### config.mk
export PLATFORM = sky130hd
export DESIGN_NAME = dpoll_ctrl
export DESIGN_NICKNAME = d
export VERILOG_FILES = /design/src/rtl/dpoll_pkg.sv /design/src/rtl/dpoll_ctrl.sv
export SDC_FILE = /design/constraint.sdc
export NUM_CORES = 1
export LEC_CHECK = 0
export CAP_MARGIN = 15
export CORE_AREA = 3 3 40 42
export DETAILED_ROUTE_END_ITERATION = 16
export DIE_AREA = 0 0 43 45
export DONT_BUFFER_PORTS = 1
export GPL_TIMING_DRIVEN = 0
export PLACE_DENSITY = 0.63
export SLEW_MARGIN = 10
export SYNTH_ARGS = -nofsm -noshare
export SYNTH_HDL_FRONTEND = slang
export SYNTH_SLANG_ARGS = --single-unit
### constraint.sdc
create_clock -name clk -period 2.4 [get_ports clk]
set_clock_uncertainty 0.2 [all_clocks]
set_input_delay 0.48 -clock clk [delete_from_list [all_inputs] [get_ports clk]]
set_output_delay 0.48 -clock clk [all_outputs]
set_load 0.05 [all_outputs]
### src/rtl/dpoll_pkg.sv
package dpoll_pkg;

  typedef enum logic [2:0] {
    ST_IDLE      = 3'd0,
    ST_POLL_REQ  = 3'd1,
    ST_POLL_WAIT = 3'd2,
    ST_CONF_REQ  = 3'd3,
    ST_CONF_WAIT = 3'd4,
    ST_DONE      = 3'd5
  } dp_state_e;

  typedef enum logic [1:0] {
    RES_OK      = 2'd0,
    RES_VERIFY  = 2'd1,
    RES_TIMEOUT = 2'd2
  } dp_result_e;

endpackage

### src/rtl/dpoll_ctrl.sv
// Sequencer: poll until the status bit is true, one confirming read, then hold the result.
module dpoll_ctrl
  import dpoll_pkg::*;
#(
  parameter int DW = 8
) (
  input  logic          clk,
  input  logic          rst_n,
  input  logic          start_valid,
  input  logic          rd_valid,
  input  logic [DW-1:0] rd_data,
  input  logic          flag_true,
  input  logic          byte_equal,
  input  logic          budget_last,
  input  logic          result_ack,
  output logic          accept,
  output logic          rd_req,
  output logic          budget_inc,
  output logic          done,
  output logic          fail,
  output logic [1:0]    result_code,
  output logic [DW-1:0] result_data
);

  dp_state_e     state_q, state_d;
  dp_result_e    code_q, code_d;
  logic [DW-1:0] data_q;
  logic          cap_en;

  always_comb begin
    state_d    = state_q;
    code_d     = code_q;
    cap_en     = 1'b0;
    accept     = 1'b0;
    rd_req     = 1'b0;
    budget_inc = 1'b0;
    case (state_q)
      ST_IDLE: begin
        if (start_valid) begin
          accept  = 1'b1;
          state_d = ST_POLL_REQ;
        end
      end
      ST_POLL_REQ: begin
        rd_req  = 1'b1;
        state_d = ST_POLL_WAIT;
      end
      ST_POLL_WAIT: begin
        if (rd_valid) begin
          if (flag_true) begin
            state_d = ST_CONF_REQ;
          end else if (budget_last) begin
            cap_en  = 1'b1;
            code_d  = RES_TIMEOUT;
            state_d = ST_DONE;
          end else begin
            budget_inc = 1'b1;
            state_d    = ST_POLL_REQ;
          end
        end
      end
      ST_CONF_REQ: begin
        rd_req  = 1'b1;
        state_d = ST_CONF_WAIT;
      end
      ST_CONF_WAIT: begin
        if (rd_valid) begin
          cap_en  = 1'b1;
          code_d  = byte_equal ? RES_OK : RES_VERIFY;
          state_d = ST_DONE;
        end
      end
      ST_DONE: begin
        if (result_ack) begin
          state_d = ST_IDLE;
        end
      end
      default: state_d = ST_IDLE;
    endcase
  end

  always_ff @(posedge clk or negedge rst_n) begin
    if (!rst_n) begin
      state_q <= ST_IDLE;
    end else begin
      state_q <= state_d;
    end
  end

  always_ff @(posedge clk or negedge rst_n) begin
    if (!rst_n) begin
      code_q <= RES_OK;
      data_q <= '0;
    end else if (cap_en) begin
      code_q <= code_d;
      data_q <= rd_data;
    end
  end

  always_comb begin
    done        = (state_q == ST_DONE);
    fail        = done && (code_q != RES_OK);
    result_code = code_q;
    result_data = data_q;
  end

  AST_SINGLE_READ: assert property (@(posedge clk) disable iff (!rst_n)
    rd_req |=> !rd_req) else $error("back-to-back read requests");

  AST_RESULT_HOLD: assert property (@(posedge clk) disable iff (!rst_n)
    (done && !result_ack) |=> (done && $stable(result_code) && $stable(result_data)))
    else $error("result changed before acknowledge");

  AST_OK_AFTER_CONFIRM: assert property (@(posedge clk) disable iff (!rst_n)
    ($rose(done) && (result_code == RES_OK)) |-> $past(state_q == ST_CONF_WAIT))
    else $error("success without confirming read");

endmodule

==> impl_metrics.csv <==
group,metric,value,unit
clock_network,cts_sinks,13,
cells_and_area,final_nets,71,
global_routing,grt_max_degree,14,
clock_network,postCtsSetupRepairBufs,0,
route,detail-route-antenna-nets,0,
place,dpl.cell_count,64,
setup_path,worst-path-buf-inv,0,
die,die_x,43,um
die,row_count,13,
die,num_io_pins,31,
setup_path,cp.required,1.72,ns
job,cap_violations,0,
route,first_pass_iters,4,
global_routing,grt_pass1_vias,454,
die,core-area,1280,um^2
die,initial_core_util,0.474,
die,die_area,1940,um^2
timing,rsz0062_at_grt,"false",
place,port-buffer-count,0,
timing,period_minus_slack,2.23,ns
setup_path,cp_top_family,"simple AND/OR/NAND/NOR gates",
clock_network,cts-htree-levels,1,
timing,setup_viol,0,
cells_and_area,areaGrowthSynthToFinish,15.2,%
logic_synthesis,avgSynthCellArea,12.4,um^2
place,hpwlAfterDp,964,um
global_routing,antenna_found_initial,0,
timing,holdWs,0.0980,ns
setup_path,crit_fanout,7,
setup_path,arrival,1.55,ns
logic_synthesis,synth.distinct_cells,21,
route,wl,1280,um
setup_path,path_class,"flip-flop to primary output",
cells_and_area,final_cells,69,
logic_synthesis,ys_seq_area_frac,0.534,
route,drt_iter0_markers,7,
die,die_height,45,um
setup_path,endpoint_kind,"primary output",
setup_path,path_cells,"and2b_4 -> and2_4 -> o21a_4",
clock_network,cts_buffers,3,
timing,fmax,0.448,GHz
route,drc,0,
timing,worstMarginPinSlew,0.784,ns
route,via_count,406,
clock_network,path_clk_slew,0.07,ns
cells_and_area,final_cell_mix,"dfrtp_1, mux2_2, nand2_1",
route,via_per_inst,5.88,
timing,finalCritPeriodShare,0.930,
logic_synthesis,ys_seq_elements,13,
cells_and_area,num_antenna_cells,0,
timing,slew-limit-headroom,0.475,
logic_synthesis,syn-cell-area,609,um^2
clock_network,cts_tree,"built",
cells_and_area,drive_gt1_frac,0.389,
logic_synthesis,yosysWarnings,0,
cells_and_area,final_common_cell,"dfrtp_1",
clock_network,clkLatencyLatePin,0.27,ns
timing,finalHoldViolations,0,
clock_network,cts-root-buf,"clkbuf_4",
logic_synthesis,synth_cells,49,
min_path,hold_path.class,"input port to flip-flop",
global_routing,grt_usage,0.150,
timing,finalMaxSlewViolations,0,
place,gp_congestion,0.792,
route,wire_per_inst,18.5,um
global_routing,grt_pass1_wl,2100,um
setup_path,cpMaxStageDelayCell,"dfrtp_1",
run_status,status,"finished clean",
logic_synthesis,synth.net_count,65,
clock_network,clock_path_buffers,2,
global_routing,gr-total-overflow,0,
cells_and_area,final.fill_count,119,
setup_path,worstSetupStartpointType,"flip-flop",
setup_path,critical-path-max-stage-delay,0.46,ns
worst paths after layout:
path	slack, ns	cells after the start	to	startpoint
setup / recovery	0.17	3	fail	state_q[1]
hold / removal	0.1	1	result_code[0]	byte_equal
setup reg to reg	0.66	4	state_q[0]	state_q[0]
hold reg to reg	0.42	1	state_q[1]	state_q[2]
max in group asynchronous	1.20	1	result_code[0]	rst_n
min in group asynchronous	0.44	1	result_data[5]	rst_n
cells in the mapped netlist:
cell | count | area share
and2_1 | 1 | 0.010
a32o_1 | 1 | 0.016
o2bb2ai_1 | 1 | 0.014
o21ai_4 | 1 | 0.027
a21oi_1 | 3 | 0.025
buf_2 | 1 | 0.0082
nor2b_1 | 2 | 0.021
nor2_1 | 1 | 0.0062
o21a_1 | 1 | 0.012
or2b_1 | 1 | 0.012
nor4b_1 | 1 | 0.014
nor3b_1 | 1 | 0.012
dfrtp_1 | 13 | 0.53
and4bb_4 | 1 | 0.027
and2b_4 | 1 | 0.016
or3b_2 | 1 | 0.014
o21ai_0 | 2 | 0.016
nand2b_1 | 1 | 0.010
mux2_2 | 8 | 0.15
and2b_1 | 2 | 0.025
nand2_1 | 5 | 0.031
layer usage:
layer	global-route usage	part of all wire	vias to the layer above
met3	0.0398	0.091	2
met4	0.0904	0.0047	0
met5	0	0	-
li1	-	-	185
met1	0.168	0.38	197
met2	0.257	0.53	22
area by class of cell:
| cell class | count | area (um^2) | area share |
|---|---|---|---|
| Tap cell | 15 | 18.8 | 0.0267 |
| Sequential cell | 13 | 325 | 0.463 |
| Buffer | 1 | 5.00 | 0.00713 |
| Timing Repair Buffer | 1 | 10.0 | 0.0143 |
| Multi-Input combinational cell | 35 | 317 | 0.451 |
| Clock buffer | 4 | 26.3 | 0.0374 |
sequential cells by signal, indices dropped and copies added (netlist names):
signal       count
result_data      8
state_q          3
result_code      2
per-stage QoR:
stage	utilization	area, um^2	setup WS [ns]	setup TNS [ns]
6_report	0.546	702	0.169	0
5_1_grt	0.546	702	0.0909	0
4_1_cts	0.533	684	-0.0225	-0.0225
3_5_place_dp	0.494	634	0.0191	0
3_3_place_gp	0.494	634	0.0258	0
2_1_floorplan	-	616	0.0867	0
timing repair:
action,in CTS,in global routing
resized for setup,4,4
hold endpoints to repair,13,0
setup endpoints to repair,3,2
hold buffers,1,0
cells by family after synthesis:
family          Yosys count  share of synthesized area
simple gates             18                      0.199
flops                    13                      0.534
compound gates            9                      0.111
mux                       8                      0.148
buf+inv                   1                    0.00821
Power is left out: the tool's default activity adds up to more than one toggle a clock period on the data nets, which glitch-free logic cannot reach.
